[src/rtl/pg_pkg.sv]
package pg_pkg;
  localparam int ADDR_W    = 10;
  localparam int WADDR_W   = ADDR_W - 2;
  localparam int DATA_W    = 32;
  localparam int ATTR_WORDS = 8;
  localparam int LOCK_WORDS = 4;
  localparam int MAX_ZONES  = 4;
  localparam logic [WADDR_W-1:0] CFG_WADDR = 8'hFC;
  localparam logic [WADDR_W-1:0] VER_WADDR = 8'hFD;

  typedef enum logic [1:0] {
    ATTR_SEC_ONLY = 2'd0,
    ATTR_NS_READ  = 2'd1,
    ATTR_MCU_ONLY = 2'd2,
    ATTR_OPEN     = 2'd3
  } attr_e;
endpackage

[src/rtl/pg_attr_bank.sv]
module pg_attr_bank #(
  parameter int NUM_ID = 96
) (
  input  logic                clk,
  input  logic                rst,
  input  logic                attr_we,
  input  logic                lock_we,
  input  logic [2:0]          aword,
  input  logic [1:0]          lword,
  input  logic [31:0]         wdata,
  output logic [2*NUM_ID-1:0] attr_vec,
  output logic [NUM_ID-1:0]   lock_vec,
  output logic [31:0]         attr_rd,
  output logic [31:0]         lock_rd
);
  localparam int ATTR_BITS = pg_pkg::ATTR_WORDS * 32;
  localparam int LOCK_BITS = pg_pkg::LOCK_WORDS * 32;

  logic [ATTR_BITS-1:0] attr_pad;
  logic [LOCK_BITS-1:0] lock_pad;

  for (genvar i = 0; i < NUM_ID; i++) begin : g_id
    localparam int AW = i / 16;
    localparam int AB = 2 * (i % 16);
    localparam int LW = i / 32;
    localparam int LB = i % 32;

    always_ff @(posedge clk) begin
      if (rst) begin
        attr_vec[2*i +: 2] <= 2'd0;
      end else if (attr_we && aword == 3'(AW) && !lock_vec[i]) begin
        attr_vec[2*i +: 2] <= wdata[AB +: 2];
      end
    end

    always_ff @(posedge clk) begin
      if (rst) begin
        lock_vec[i] <= 1'b0;
      end else if (lock_we && lword == 2'(LW) && wdata[LB]) begin
        lock_vec[i] <= 1'b1;
      end
    end
  end

  always_comb begin
    attr_pad = '0;
    attr_pad[2*NUM_ID-1:0] = attr_vec;
    lock_pad = '0;
    lock_pad[NUM_ID-1:0] = lock_vec;
  end

  assign attr_rd = attr_pad[{aword, 5'b0} +: 32];
  assign lock_rd = lock_pad[{lword, 5'b0} +: 32];
endmodule

[src/rtl/pg_zone_bank.sv]
module pg_zone_bank #(
  parameter int NUM_ZONE = 2,
  parameter int SIZE_W   = 10
) (
  input  logic                clk,
  input  logic                rst,
  input  logic                we,
  input  logic [1:0]          zidx,
  input  logic [31:0]         wdata,
  output logic [NUM_ZONE-1:0] zlock,
  output logic [31:0]         zone_rd
);
  logic [SIZE_W-1:0] size_q [NUM_ZONE];
  logic unused_hi;

  assign unused_hi = ^wdata[30:SIZE_W];

  for (genvar z = 0; z < NUM_ZONE; z++) begin : g_zone
    always_ff @(posedge clk) begin
      if (rst) begin
        size_q[z] <= '0;
        zlock[z]  <= 1'b0;
      end else if (we && zidx == 2'(z) && !zlock[z]) begin
        size_q[z] <= wdata[SIZE_W-1:0];
        zlock[z]  <= wdata[31];
      end
    end
  end

  always_comb begin
    zone_rd = '0;
    for (int z = 0; z < NUM_ZONE; z++) begin
      if (zidx == 2'(z)) zone_rd = {zlock[z], {(31-SIZE_W){1'b0}}, size_q[z]};
    end
  end
endmodule

[src/rtl/pg_permit.sv]
module pg_permit #(
  parameter int NUM_ID = 96
) (
  input  logic [2*NUM_ID-1:0] attr_vec,
  input  logic [NUM_ID-1:0]   req_ns,
  input  logic [NUM_ID-1:0]   req_wr,
  input  logic [NUM_ID-1:0]   req_mcu,
  output logic [NUM_ID-1:0]   grant
);
  import pg_pkg::*;

  for (genvar i = 0; i < NUM_ID; i++) begin : g_dec
    attr_e a;
    assign a = attr_e'(attr_vec[2*i +: 2]);
    always_comb begin
      case (a)
        ATTR_SEC_ONLY: grant[i] = !req_ns[i];
        ATTR_NS_READ:  grant[i] = !req_ns[i] || !req_wr[i];
        ATTR_MCU_ONLY: grant[i] = req_mcu[i];
        default:       grant[i] = 1'b1;
      endcase
    end
  end
endmodule

[src/rtl/periph_guard.sv]
module periph_guard #(
  parameter int NUM_ID      = 96,
  parameter int NUM_ZONE    = 2,
  parameter int SIZE_W      = 10,
  parameter int NUM_MST     = 2,
  parameter int CHUNK_STEPS = 3,
  parameter int REVISION    = 16
) (
  input  logic              pclk,
  input  logic              prst,
  input  logic              psel,
  input  logic              penable,
  input  logic              pwrite,
  input  logic [2:0]        pprot,
  input  logic [9:0]        paddr,
  input  logic [31:0]       pwdata,
  output logic [31:0]       prdata,
  output logic              pready,
  output logic              pslverr,
  input  logic [NUM_ID-1:0] req_ns,
  input  logic [NUM_ID-1:0] req_wr,
  input  logic [NUM_ID-1:0] req_mcu,
  output logic [NUM_ID-1:0] grant
);
  import pg_pkg::*;

  localparam logic [31:0] HWCFG = {8'(CHUNK_STEPS), 8'(NUM_MST), 8'(NUM_ID), 8'(NUM_ZONE)};
  localparam logic [31:0] VERSION = {24'd0, 8'(REVISION)};

  logic [WADDR_W-1:0] waddr;
  logic [WADDR_W-1:0] aoff;
  logic               is_ns;
  logic               acc_wr;
  logic               hit_zone, hit_attr, hit_lock;
  logic [2*NUM_ID-1:0] attr_vec;
  logic [NUM_ID-1:0]  lock_vec;
  logic [NUM_ZONE-1:0] zone_lock;
  logic [31:0]        attr_rd, lock_rd, zone_rd, rd_mux;
  logic [31:0]        rdata_q;
  logic               err_q;
  logic               unused_bits;

  assign unused_bits = ^{pprot[2], pprot[0], paddr[1:0]};

  assign waddr    = paddr[ADDR_W-1:2];
  assign aoff     = waddr - WADDR_W'(4);
  assign is_ns    = pprot[1];
  assign acc_wr   = psel && penable && pwrite && !is_ns;
  assign hit_zone = waddr < WADDR_W'(MAX_ZONES);
  assign hit_attr = waddr >= WADDR_W'(4) && waddr < WADDR_W'(12);
  assign hit_lock = waddr >= WADDR_W'(12) && waddr < WADDR_W'(16);

  pg_attr_bank #(.NUM_ID(NUM_ID)) u_attr (
    .clk     (pclk),
    .rst     (prst),
    .attr_we (acc_wr && hit_attr),
    .lock_we (acc_wr && hit_lock),
    .aword   (aoff[2:0]),
    .lword   (waddr[1:0]),
    .wdata   (pwdata),
    .attr_vec(attr_vec),
    .lock_vec(lock_vec),
    .attr_rd (attr_rd),
    .lock_rd (lock_rd)
  );

  pg_zone_bank #(.NUM_ZONE(NUM_ZONE), .SIZE_W(SIZE_W)) u_zone (
    .clk    (pclk),
    .rst    (prst),
    .we     (acc_wr && hit_zone),
    .zidx   (waddr[1:0]),
    .wdata  (pwdata),
    .zlock  (zone_lock),
    .zone_rd(zone_rd)
  );

  pg_permit #(.NUM_ID(NUM_ID)) u_permit (
    .attr_vec(attr_vec),
    .req_ns  (req_ns),
    .req_wr  (req_wr),
    .req_mcu (req_mcu),
    .grant   (grant)
  );

  always_comb begin
    if (hit_zone)              rd_mux = zone_rd;
    else if (hit_attr)         rd_mux = attr_rd;
    else if (hit_lock)         rd_mux = lock_rd;
    else if (waddr == CFG_WADDR) rd_mux = HWCFG;
    else if (waddr == VER_WADDR) rd_mux = VERSION;
    else                       rd_mux = '0;
  end

  always_ff @(posedge pclk) begin
    if (prst) begin
      rdata_q <= '0;
      err_q   <= 1'b0;
    end else if (psel && !penable) begin
      rdata_q <= is_ns ? '0 : rd_mux;
      err_q   <= is_ns;
    end
  end

  assign prdata  = rdata_q;
  assign pslverr = err_q;
  assign pready  = 1'b1;
endmodule

[config.mk]
export PLATFORM = sky130hd
export DESIGN_NAME = periph_guard
export DESIGN_NICKNAME = d
export VERILOG_FILES = /design/src/rtl/pg_pkg.sv /design/src/rtl/pg_attr_bank.sv /design/src/rtl/pg_zone_bank.sv /design/src/rtl/pg_permit.sv /design/src/rtl/periph_guard.sv
export SDC_FILE = /design/constraint.sdc
export NUM_CORES = 1
export LEC_CHECK = 0
export BUFFER_PORTS_ARGS = -buffer_cell sky130_fd_sc_hd__buf_2
export CORE_ASPECT_RATIO = 1.4
export CORE_UTILIZATION = 30
export CTS_CLUSTER_SIZE = 24
export DETAILED_ROUTE_END_ITERATION = 8
export PLACE_DENSITY = 0.48
export SKIP_CTS_REPAIR_TIMING = 1
export SLEW_MARGIN = 15
export SYNTH_ARGS = -nofsm -noshare
export SYNTH_HDL_FRONTEND = slang
export SYNTH_HIERARCHICAL = 1
export SYNTH_SLANG_ARGS = --single-unit
[constraint.sdc]
create_clock -name pclk -period 3.7 [get_ports pclk]
set_clock_uncertainty 0.15 [all_clocks]
set_input_delay 0.74 -clock pclk [delete_from_list [all_inputs] [get_ports pclk]]
set_output_delay 0.74 -clock pclk [all_outputs]
set_load 0.02 [all_outputs]
==> results of run 1 <==
kinds of logic (layout without fill, tap and decap cells):
family                    Yosys count  count (layout)  share of synthesized area
AOI/OAI and AO/OA                 612             612                     0.1914
xor gates and xnor gates            1               1                  0.0004794
buffers and inverters             252             692                    0.06115
DFF                               343             343                     0.3867
muxes                             204             204                     0.1139
other                               2              23                  0.0004110
and+or+nand+nor                   769             769                     0.2459
power breakdown:
| group | total, mW | switching, mW | internal, mW |
|---|---|---|---|
| logic | 0.763 | 0.466 | 0.297 |
| clock network | 3.90 | 1.62 | 2.28 |
| registers | 3.74 | 0.00447 | 3.74 |
cell usage in the layout, fill, tap and decap left out, types with 14 or more instances in the layout:
cell type                   Yosys  routed
sky130_fd_sc_hd__a21oi_1      129     129
sky130_fd_sc_hd__a221oi_1      32      32
sky130_fd_sc_hd__a31oi_1       96      96
sky130_fd_sc_hd__and3_1        20      20
sky130_fd_sc_hd__buf_12         0      14
sky130_fd_sc_hd__buf_2         25     459
sky130_fd_sc_hd__buf_4         27      45
sky130_fd_sc_hd__clkbuf_16      0      42
sky130_fd_sc_hd__conb_1         2      22
sky130_fd_sc_hd__dfxtp_1      323     323
sky130_fd_sc_hd__edfxtp_1      20      20
sky130_fd_sc_hd__inv_1        102     102
sky130_fd_sc_hd__mux2_2        32      32
sky130_fd_sc_hd__mux2i_1      172     172
sky130_fd_sc_hd__nand2_1       98      98
sky130_fd_sc_hd__nand2b_1     240     238
sky130_fd_sc_hd__nand3b_1      24      24
sky130_fd_sc_hd__nor2_1       117     116
sky130_fd_sc_hd__nor2b_1       99      97
sky130_fd_sc_hd__nor3b_1       97      96
sky130_fd_sc_hd__o21ai_0      240     240
sky130_fd_sc_hd__o21ai_1       72      72
sky130_fd_sc_hd__o221ai_1      33      33
sky130_fd_sc_hd__or2_2         32      32
per-layer routing:
metal | vias up | global-route usage
met5 | - | 0
met4 | 4 | 0.1089
met3 | 152 | 0.03148
met2 | 646 | 0.4140
met1 | 8549 | 0.2828
li1 | 8498 | -
flip-flops by register name, indices dropped and copies added, names as in the netlist:
signal / count
u_attr/lock_vec: 96
u_zone/zlock: 2
prdata: 32
u_attr/attr_vec: 192
pslverr: 1
u_zone/size_q: 20
critical path: cells and delay by family:
kind	cells	cell delay [ns]
and+or+nand+nor	3	1.41
buffers and inverters	3	0.59
AOI/OAI and AO/OA	2	0.34
path summary, 6_finish.rpt:
kind                             from  slack [ns]             endpoint  depth (start not counted)
hold reg to reg            prdata[30]        0.29           prdata[30]                          2
setup reg to reg  u_attr/attr_vec[21]        1.92           prdata[21]                          5
setup / recovery             paddr[8]        0.86  u_attr/attr_vec[22]                          8
hold / removal             prdata[30]        0.29           prdata[30]                          2
final cells by class:
cell class,instances,area (um^2),area share
Antenna cell,1,2.502,0.0001092
Clock buffer,59,1185,0.05172
Clock inverter,11,86.33,0.003769
Inverter,102,382.9,0.01671
Multi-Input combinational cell,1608,10230,0.4466
Sequential cell,343,7067,0.3085
Tap cell,810,1013,0.04424
Timing Repair Buffer,520,2942,0.1284
stage by stage:
step,hold slack (ns),util,area (um^2)
4_1_cts,0.2997,0.3821,22910
6_report,0.2946,0.3821,22910
5_1_grt,0.3253,0.3821,22910
2_1_floorplan,0.2780,-,18350
3_5_place_dp,0.2918,0.3609,21630
3_3_place_gp,0.2908,0.3609,21630
==> results.md, run 1 <==
- Maximum VDD drop: 0.3022 mV
- Kind of critical path: input pin to register
- Vias in the first global route: ~18k
- Leak pwr: about 8.9 nW
- Time the final worst path needs with I/O delays and setup: about 2.8 ns
- Count of TritonRoute iterations in the first routing pass: 8
- Max-slew headroom at the worst pin: 0.2258
- Routed wire length on met3: 3.850 mm
- Post-route antenna net violation count: 0
- Outcome: complete, no violations
- Netlist area before placement: 0.01827 mm^2
- DR WL/cell: 21.92 um
- Slew at the pin closest to its max-slew limit: 1.159 ns
- Count of distinct cell types in the synthesized netlist: slightly above 50
- RSZ-0062 raised after global routing: no
- Average cell area after synthesis: 8.370 um^2
- Leading cell type by number of instances after synthesis: sky130_fd_sc_hd__dfxtp_1
- Critical path's slowest cell: sky130_fd_sc_hd__or4_4
- Critical path, cell by cell: buf_2 > or4_4 > nor3_1 > buf_4 > or4b_1 > buf_4 > o21ai_0 > o21ai_0
- Yosys top cell area share: 0.3539
- Syn. warnings: 6
- Final worst-path cycle share: 0.7668
- Most area-consuming cells after synthesis: sky130_fd_sc_hd__dfxtp_1 35%, sky130_fd_sc_hd__mux2i_1 9.4%, sky130_fd_sc_hd__nand2b_1 8.2%, sky130_fd_sc_hd__o21ai_0 6.6%, sky130_fd_sc_hd__nor3b_1 4.0%
- Final TNS setup: 0 ns
- Maximum buffer depth of the clock tree: 3
- Leading area contributor after synthesis: sky130_fd_sc_hd__dfxtp_1
- Wire length of the first global-routing pass: approximately 110 mm
- IO Count: 468
- Detail Placement HPWL: 56.09 mm
- Horizontal extent of the die: roughly 210 um
- Antenna violations before repair: 3
- Worst endpoint data arrival time: about 3 ns
- Wire length on met1: between 30 and 40 mm
- Cell count after placement: 3383
- Final number of setup-violating endpoints: 0
- Peak Freq: between 0.3 and 0.4 GHz
- Starting utilization of the core area: 0.3048
- Cell count after synthesis: 2183
- Filler instances: 6240
- Total power consumption of the routed design: 8.403 mW
- Routability congestion estimate from global placement: approximately 0.86
- Clock root buffer: sky130_fd_sc_hd__clkbuf_16
- Total length of routed wires: 75.70 mm
- Met2 wire length: 37.26 mm
- CTS tree: done
- Die Span Y: between 200 and 300 um
- Highest Signal Layer: met5
- Largest net degree at the start of global routing: 92
- Largest stage delay on the critical path: slightly above 0.6 ns
- Ratio of total power to cell area: 366.8 mW/mm^2
- Sequential fraction of the synthesis area: 0.3867
- H-tree levels: 2
- Final std cells w/o fill: 3454
- Yosys reg bits: 343
- Die Area: 0.06191 mm^2
- Final routed DRC violation total: 0
- Later-pin clock latency in the skew report: roughly 0.54 ns
- Clk slew on worst S/H paths: 0.06 ns
- Kind of path behind the tightest hold check: register to register
- Combined global-route utilization of all metal layers: 0.2357
- Hold Vio Cnt, Final: 0
- Maximum net fanout on the critical path: 14
- Max-cap violations: 0
- Sort of element at the start of the critical path: input pin
- Max-slew violation count: 0
- Core region area: 0.05995 mm^2
- Endpoint required time on the critical path: around 4.0 ns
- Critical Path Sink Type: register
- Number of synthesized flops with an enable pin: 20
- TritonCTS buffer count: 39
- Relative area change from synthesis to final layout: 25.37%
- Leading post-synthesis cells by instance count: 323 x sky130_fd_sc_hd__dfxtp_1, 240 x sky130_fd_sc_hd__nand2b_1, 240 x sky130_fd_sc_hd__o21ai_0, 172 x sky130_fd_sc_hd__mux2i_1, 129 x sky130_fd_sc_hd__a21oi_1
- Placement row count: 106
- Most frequently used flop master after synthesis: sky130_fd_sc_hd__dfxtp_1
- Count of input and output buffers: 462
- Layout cell share with drive strength beyond 1: 0.2543
- Net count reported at finish: ~3.0k
- Worst Slack Setup Final: around 0.86 ns
- Share of synthesized flip-flops with an asynchronous set or reset: 0
- Number of sinks handled by clock tree synthesis: 343
- Total overflow reported by the global router: 0
- Pre-CTS worst setup slack: ~0.35 ns
- Routed via count divided by cell count: 5.168
- Total number of vias: about 18k
- Number of DRC markers in iteration 0: 1072
(Power assumes the default switching activity.)
==> run 2: changes to the inputs <==
PLACE_DENSITY = 0.5   (was 0.48)
clock period = 2.4 ns   (was 3.7 ns; I/O delays follow)
==> run 2 against run 1 <==
Effect of this change:
- clock-buffer cell count decreased by 2
- clock power increased by 46%
- total power increased by 52%
- worst setup slack got worse by 0.72 ns
- final cell count increased by 2.0%
- critical path depth unchanged
- die area unchanged
- worst hold slack got worse by 0.15 ns
==> results.md, run 2 (synthesized netlist as in run 1, its figures left out) <==
- Routed via count divided by cell count: 5.171 (about the same)
- Pre-CTS worst setup slack: -0.3465 ns (-0.6966 ns)
- Final std cells w/o fill: 3523 (+2.0%)
- Final TNS setup: 0 ns (unchanged)
- RSZ-0062 raised after global routing: no
- Post-Route Utilization: 0.3941 (+0.01192)
- Count of TritonRoute iterations in the first routing pass: 5 (-3)
- Final number of setup-violating endpoints: 0 (unchanged)
- Min-Delay Path Depth: 3 (+1)
- CTS tree: done
- Worst Slack Setup Final: 0.1438 ns (-0.7192 ns)
- Time the final worst path needs with I/O delays and setup: approximately 2.3 ns
- Critical Path Sink Type: register
- Placed Area: 0.02244 mm^2 (+3.7%)
- Detail Placement HPWL: 57.46 mm (+2.4%)
- Kind of path behind the tightest hold check: input pin to register
- Total length of routed wires: 75.31 mm (-0.51%)
- Endpoint required time on the critical path: 2.71 ns (-1.25 ns)
- Ratio of total power to cell area: 539.4 mW/mm^2 (+47%)
- Clock root buffer: sky130_fd_sc_hd__clkbuf_16
- DR WL/cell: 21.38 um (-2.5%)
- Number of sinks handled by clock tree synthesis: 343 (unchanged)
- Max-slew headroom at the worst pin: 0.3907 (+0.1650)
- H-tree levels: 2 (unchanged)
- Register name with the most flops: u_attr/attr_vec
- Antenna violations before repair: 5 (+2)
- Net count reported at finish: 3023 (+2.4%)
- Largest register FFs: 192 (unchanged)
- Core region area: 0.05995 mm^2 (unchanged)
- Number of DRC markers in iteration 0: 1326 (+24%)
- Layout cell share with drive strength beyond 1: 0.2727 (+0.01844)
- Routability congestion estimate from global placement: 0.8662 (+1.0%)
- Kind of critical path: input pin to register
- Die Span Y: 294.0 um (unchanged)
- Largest net degree at the start of global routing: 65 (-29%)
- Final routed DRC violation total: 0 (unchanged)
- Peak Freq: 0.4432 GHz
- Combined global-route utilization of all metal layers: 0.2357 (about the same)
- Relative area change from synthesis to final layout: 29.28%
- Cell count after placement: 3455 (+2.1%)
- Vias in the first global route: 17.69k (+0.76%)
- Endpoint of the worst hold-timing path: u_attr/lock_vec[59]
- Placement row count: 106 (unchanged)
- Count of input and output buffers: 462 (unchanged)
- Max-cap violations: 0 (unchanged)
- Horizontal extent of the die: 210.6 um (unchanged)
- Outcome: complete, no violations
- Worst endpoint data arrival time: 2.56 ns (-0.53 ns)
- Highest-count cells in the layout ignoring fill and taps: 459 x sky130_fd_sc_hd__buf_2, 323 x sky130_fd_sc_hd__dfxtp_1, 238 x sky130_fd_sc_hd__nand2b_1, 193 x sky130_fd_sc_hd__o21ai_0, 172 x sky130_fd_sc_hd__mux2i_1
- Slew at the pin closest to its max-slew limit: 0.9139 ns (-0.2450 ns)
- Total power consumption of the routed design: 12.74 mW (+52%)
- Starting utilization of the core area: 0.3048 (unchanged)
- Later-pin clock latency in the skew report: 0.53 ns (about the same)
- TritonCTS buffer count: 38 (-2.6%)
- Total overflow reported by the global router: 0 (unchanged)
- Max-slew violation count: 0 (unchanged)
- IO Count: 468 (unchanged)
- Wire length of the first global-routing pass: 109.9 mm (+0.68%)
- Post-route antenna net violation count: 0 (unchanged)
- Post-layout instance area: 0.02362 mm^2 (+3.1%)
- Endpoint of the most critical register-to-register path: prdata[21]
- Commonest non-fill, non-tap cell in the layout: sky130_fd_sc_hd__buf_2
- Reg2Reg Depth: 7 (+2)
- Clk slew on worst S/H paths: 0.06 ns (about the same)
- Filler instances: 6119 (-1.9%)
- Maximum VDD drop: 0.3858 mV (+28%)
- Die Area: 0.06191 mm^2 (unchanged)
- Maximum buffer depth of the clock tree: 3 (unchanged)
- Total number of vias: 18.22k (+2.1%)
- Maximum net fanout on the critical path: 14 (unchanged)
- Startpoint of the tightest hold check path: pwdata[27]
- Worst Setup SP: paddr[8]
- Final worst hold slack: 0.1399 ns (-0.1547 ns)
- Final worst-path cycle share: 0.9401
- Hold Vio Cnt, Final: 0 (unchanged)
- Sort of element at the start of the critical path: input pin
- Leak pwr: 9.326 nW (+4.2%)
- Worst-case register-to-register setup slack: 0.28 ns (-1.64 ns)
- Critical R2R Launch: u_attr/attr_vec[85]
run 2: cell types whose count changed in the layout (fill, tap and decap cells not counted), sizes merged:
cell,delta
diode,+2
buf,+72
bufinv,+1
clkinvlp,-2
clkbuf,-2
clkinv,-2
run 2: power breakdown:
group          switching (mW)  internal [mW]
Combinational           0.732          0.532
Clock                    2.38           3.33
Sequential            0.00667           5.76
Total                    3.12           9.63
run 2: worst max-delay path, stage by stage:
cell	delay (ns)
sky130_fd_sc_hd__buf_2	0.11
sky130_fd_sc_hd__or4_4	0.59
sky130_fd_sc_hd__nor3_4	0.20
sky130_fd_sc_hd__buf_4	0.17
sky130_fd_sc_hd__nor4b_2	0.35
sky130_fd_sc_hd__buf_4	0.38
sky130_fd_sc_hd__nand2b_1	0.13
sky130_fd_sc_hd__o21ai_1	0.15
run 2: final cells by class:
class / instances / area, um^2 / share of cell area
inverter: 102 / 382.9 / 0.01621
timing repair buffer: 592 / 3695 / 0.1564
sequential: 343 / 7067 / 0.2992
multi-input combinational: 1608 / 10280 / 0.4352
clock buffer: 57 / 1085 / 0.04592
tap: 810 / 1013 / 0.04290
antenna: 3 / 7.507 / 0.0003178
clock inverter: 8 / 92.59 / 0.003919
run 2: worst max path at each step:
stage                     endpoint  slack, ns  cells after the start
2_1_floorplan  u_zone/size_q[0][0]      -0.14                      7
3_3_place_gp    u_attr/attr_vec[7]      -0.31                      8
3_5_place_dp   u_attr/attr_vec[13]      -0.35                      8
4_1_cts                  grant[21]       0.19                      3
5_1_grt         u_attr/attr_vec[3]       0.08                      8
6_report       u_attr/attr_vec[13]       0.14                      8
run 2: metal layers:
layer,wire (um),part of all wire,global-route usage
met3,4283,0.057,0.02914
met4,2341,0.031,0.07777
met1,31520,0.42,0.2957
met5,41,0.00054,0
met2,37120,0.49,0.4141
==> run 3: changes to the inputs <==
SYNTH_HIERARCHICAL = default   (was 1)
==> run 3 against run 2 <==
Effect of this change:
- worst setup slack worse by 0.019 ns
- sequential share of layout area is 1.4 points higher
- clock power hardly changed
- non-clock buffer count is 5 lower
- area after synthesis is 5.2% lower
- die area is 5.2% lower
- largest cell class unchanged
- highest routed layer unchanged
==> results.md, run 3 <==
- Pre-CTS worst setup slack: -0.2710 ns (+0.07555 ns)
- Complex-gate fraction of the synthesized area: 0.1999 (+0.008484)
- Starting utilization of the core area: 0.3054 (+0.0005531)
- Met2 wire length: 37.21 mm (+0.24%)
- Clock network fraction of total power: 0.444 (-0.004)
- Peak Freq: 0.4395 GHz (-0.83%)
- Xor-xnor portion of the synthesized cell area: 0 (-0.0004793)
- Yosys reg bits: 343 (unchanged)
- Multiplexer area fraction after synthesis: 0.1414 (+0.02747)
- Dominant combinational cell family by area after synthesis: compound AO/OA/AOI/OAI gates
- Time the final worst path needs with I/O delays and setup: 2.275 ns (+0.01895 ns)
- Routed via count divided by cell count: 5.186 (+0.30%)
- Net count reported at finish: 2917 (-3.5%)
- Routed wire length on met3: 3.331 mm (-22%)
- Leading post-synthesis cells by instance count: 323 x sky130_fd_sc_hd__dfxtp_1, 288 x sky130_fd_sc_hd__nor2_1, 282 x sky130_fd_sc_hd__a21oi_1, 179 x sky130_fd_sc_hd__nand2_1, 176 x sky130_fd_sc_hd__mux2i_1
- Cell count after synthesis: 2075 (-4.9%)
- Highest-count cells in the layout ignoring fill and taps: 458 x sky130_fd_sc_hd__buf_2, 321 x sky130_fd_sc_hd__dfxtp_1, 288 x sky130_fd_sc_hd__nor2_1, 281 x sky130_fd_sc_hd__a21oi_1, 179 x sky130_fd_sc_hd__nand2_1
- Count of distinct cell types in the synthesized netlist: 55 (+7.8%)
- DR WL/cell: 21.50 um (+0.59%)
- Most frequently used flop master after synthesis: sky130_fd_sc_hd__dfxtp_1
- Register name with the most flops: u_attr.attr_vec
- Count of TritonRoute iterations in the first routing pass: 5 (unchanged)
- Commonest non-fill, non-tap cell in the layout: sky130_fd_sc_hd__buf_2
- Cell count after placement: 3275 (-5.2%)
- Critical R2R Launch: u_attr.attr_vec[78]
- Sequential power share: 0.451 (-0.002)
- Leak pwr: 9.584 nW (+2.8%)
- Wire length on met1: 28.85 mm (-8.5%)
- Vias in the first global route: 16.77k (-5.2%)
- Share of synthesized flip-flops with an asynchronous set or reset: 0 (unchanged)
- Layout cell share with drive strength beyond 1: 0.2817 (+0.008964)
- Antenna violations before repair: 1 (-4)
- N_diodes: 0 (-3)
- Total power consumption of the routed design: 12.79 mW (+0.34%)
- Die Span Y: 286.3 um (-2.6%)
- Final routed DRC violation total: 0 (unchanged)
- Share of synthesized cell area in and, or, nand and nor gates: 0.1923 (-0.05361)
- Sort of element at the start of the critical path: register
- Largest stage delay on the critical path: 0.39 ns (-0.20 ns)
- Final std cells w/o fill: 3341 (-5.2%)
- Switching power: 3.183 mW (+2.2%)
- Crit path capture: grant[88]
- Total length of routed wires: 71.84 mm (-4.6%)
- Fraction of power consumed by combinational cells: 0.105 (+0.006)
- Syn. warnings: 0 (-6)
- Number of synthesized flops with an enable pin: 20 (unchanged)
- Worst Slack Setup Final: 0.1248 ns (-0.01895 ns)
- Post-Route Utilization: 0.3981 (+0.004046)
- Max-slew headroom at the worst pin: 0.6127 (+0.2220)
- Post-route antenna net violation count: 0 (unchanged)
- Count of input and output buffers: 462 (unchanged)
- Highest Signal Layer: met5
- CTS tree: done
- Max-slew violation count: 0 (unchanged)
- Proportion of total power due to net switching: 0.2490 (+0.004458)
- Number of sinks handled by clock tree synthesis: 343 (unchanged)
- Maximum buffer depth of the clock tree: 3 (unchanged)
- Hold Vio Cnt, Final: 0 (unchanged)
- Leading area contributor after synthesis: sky130_fd_sc_hd__dfxtp_1
- Kind of path behind the tightest hold check: input pin to register
- Kind of critical path: register to primary output
- Int Pwr: 9.602 mW (-0.25%)
- Placement row count: 103 (-2.8%)
- Core region area: 0.05670 mm^2 (-5.4%)
- Net count after synthesis: 2413
- Outcome: complete, no violations
- Area occupied by multi-input gates: 0.009311 mm^2 (-9.4%)
- Largest net degree at the start of global routing: 110 (+69%)
- Endpoint required time on the critical path: 1.77 ns (-0.94 ns)
- Worst endpoint data arrival time: 1.65 ns (-0.91 ns)
- Wire length of the first global-routing pass: 104.1 mm (-5.2%)
- Yosys top cell area share: 0.3734 (+0.01956)
- Clock root buffer: sky130_fd_sc_hd__clkbuf_16
- Final number of setup-violating endpoints: 0 (unchanged)
- Leading cell type by number of instances after synthesis: sky130_fd_sc_hd__dfxtp_1
- Slew at the pin closest to its max-slew limit: 0.5809 ns (-0.3329 ns)
- Largest register FFs: 192 (unchanged)
- Routability congestion estimate from global placement: 0.8688 (+0.30%)
- Critical path, cell by cell: inv_1 > o21ai_0 > nor2_1 > a21oi_2 > clkbuf_4
- Maximum VDD drop: 0.4460 mV (+16%)
- Endpoint of the most critical register-to-register path: prdata[14]
- Later-pin clock latency in the skew report: 0.54 ns (about the same)
- RSZ-0062 raised after global routing: no
- Filler instances: 5753 (-6.0%)
- Die Area: 0.05870 mm^2 (-5.2%)
- Number of DRC markers in iteration 0: 1016 (-23%)
- Netlist area before placement: 0.01732 mm^2 (-5.2%)
- Arithmetic-cell share of the synthesized area counting full adders, half adders and majority gates: 0 (unchanged)
- TritonCTS buffer count: 37 (-2.6%)
- Worst Setup SP: u_attr.attr_vec[176]
- Total overflow reported by the global router: 0 (unchanged)
- IO Count: 468 (unchanged)
- Horizontal extent of the die: 205.0 um (-2.6%)
- Maximum net fanout on the critical path: 4 (-10)
- Sequential fraction of the synthesis area: 0.4081 (+0.02138)
- Sequential cell area in the final layout: 0.007069 mm^2 (about the same)
- Relative area change from synthesis to final layout: 30.37%
- Average cell area after synthesis: 8.345 um^2 (-0.31%)
- Reg2Reg Depth: 4 (-3)
- Critical Path Sink Type: primary output
- Placed Area: 0.02138 mm^2 (-4.7%)
- Max-cap violations: 0 (unchanged)
- Post-layout instance area: 0.02257 mm^2 (-4.4%)
- Worst-case register-to-register setup slack: 0.50 ns (+0.22 ns)
- Critical path's slowest cell: sky130_fd_sc_hd__dfxtp_2
- Ratio of total power to cell area: 566.4 mW/mm^2 (+5.0%)
- H-tree levels: 2 (unchanged)
- Combined global-route utilization of all metal layers: 0.2366 (+0.0008824)
- Most area-consuming cells after synthesis: sky130_fd_sc_hd__dfxtp_1 37%, sky130_fd_sc_hd__mux2i_1 10%, sky130_fd_sc_hd__a21oi_1 8.2%, sky130_fd_sc_hd__nor2_1 6.2%, sky130_fd_sc_hd__o21ai_0 4.5%
- Clk slew on worst S/H paths: 0.07 ns (about the same)
- Detail Placement HPWL: 55.59 mm (-3.2%)
- Final worst-path cycle share: 0.9480 (+0.007895)
- Total number of vias: 17.33k (-4.9%)
-- run 3: cell type report --
type,instances,share of cell area
flip-flops and latches,343,0.3132
multi-input cells,1493,0.4125
repair buffers,587,0.1614
clock inverters,4,0.002383
well taps,735,0.04074
clock buffers,62,0.05016
inverters,117,0.01968
-- run 3: how the worst min path moves through the flow --
stage | from | endpoint | slack (ns) | cells after the start
after CTS | pwdata[27] | u_attr.attr_vec[187] | 0.09 | 3
final | pwdata[27] | u_attr.attr_vec[187] | 0.12 | 3
after global routing | pwdata[27] | u_attr.attr_vec[187] | 0.12 | 3
after detailed placement | prdata[29] | prdata[29] | 0.30 | 2
after floorplan | u_attr.lock_vec[74] | u_attr.lock_vec[74] | 0.29 | 2
after global placement | prdata[25] | prdata[25] | 0.29 | 2
-- run 3: metal layers --
| layer | up-vias | global-route usage |
|---|---|---|
| li1 | 8320 | - |
| met1 | 8357 | 0.2770 |
| met5 | - | 0 |
| met4 | 2 | 0.08741 |
| met3 | 105 | 0.02635 |
| met2 | 543 | 0.4368 |
-- run 3: critical path, delay by kind of cell (launching register included) --
kind | cells | cell delay, ns
compound gates | 2 | 0.36
flops | 1 | 0.39
simple gates | 1 | 0.07
buf+inv | 2 | 0.29
-- run 3: per-stage QoR --
stage | hold WS, ns | TNS [ns]
3_5_place_dp | 0.2952 | -45.16
4_1_cts | 0.08938 | -0.04286
2_1_floorplan | 0.2867 | -0.5087
3_3_place_gp | 0.2871 | -37.90
5_1_grt | 0.1243 | 0
6_report | 0.1168 | 0
-- run 3: cells by family (layout without fill, tap and decap cells) --
logic type / after synthesis / after routing
AND/OR/NAND/NOR: 691 / 691
AO/OA/AOI/OAI: 592 / 592
flip-flops: 343 / 343
buffers and inverters: 239 / 770
multiplexers: 209 / 209
other: 1 / 1
-- run 3: power groups by stage --
| stage | combinational, mW | sequential (mW) | clock, mW |
|---|---|---|---|
| floorplan | 0.609 | 5.89 | 0 |
| global placement | 1.32 | 5.89 | 0 |
| detailed placement | 1.34 | 5.89 | 0 |
| CTS | 1.34 | 5.77 | 5.78 |
| global route | 1.43 | 5.76 | 6.01 |
| finish | 1.34 | 5.77 | 5.68 |
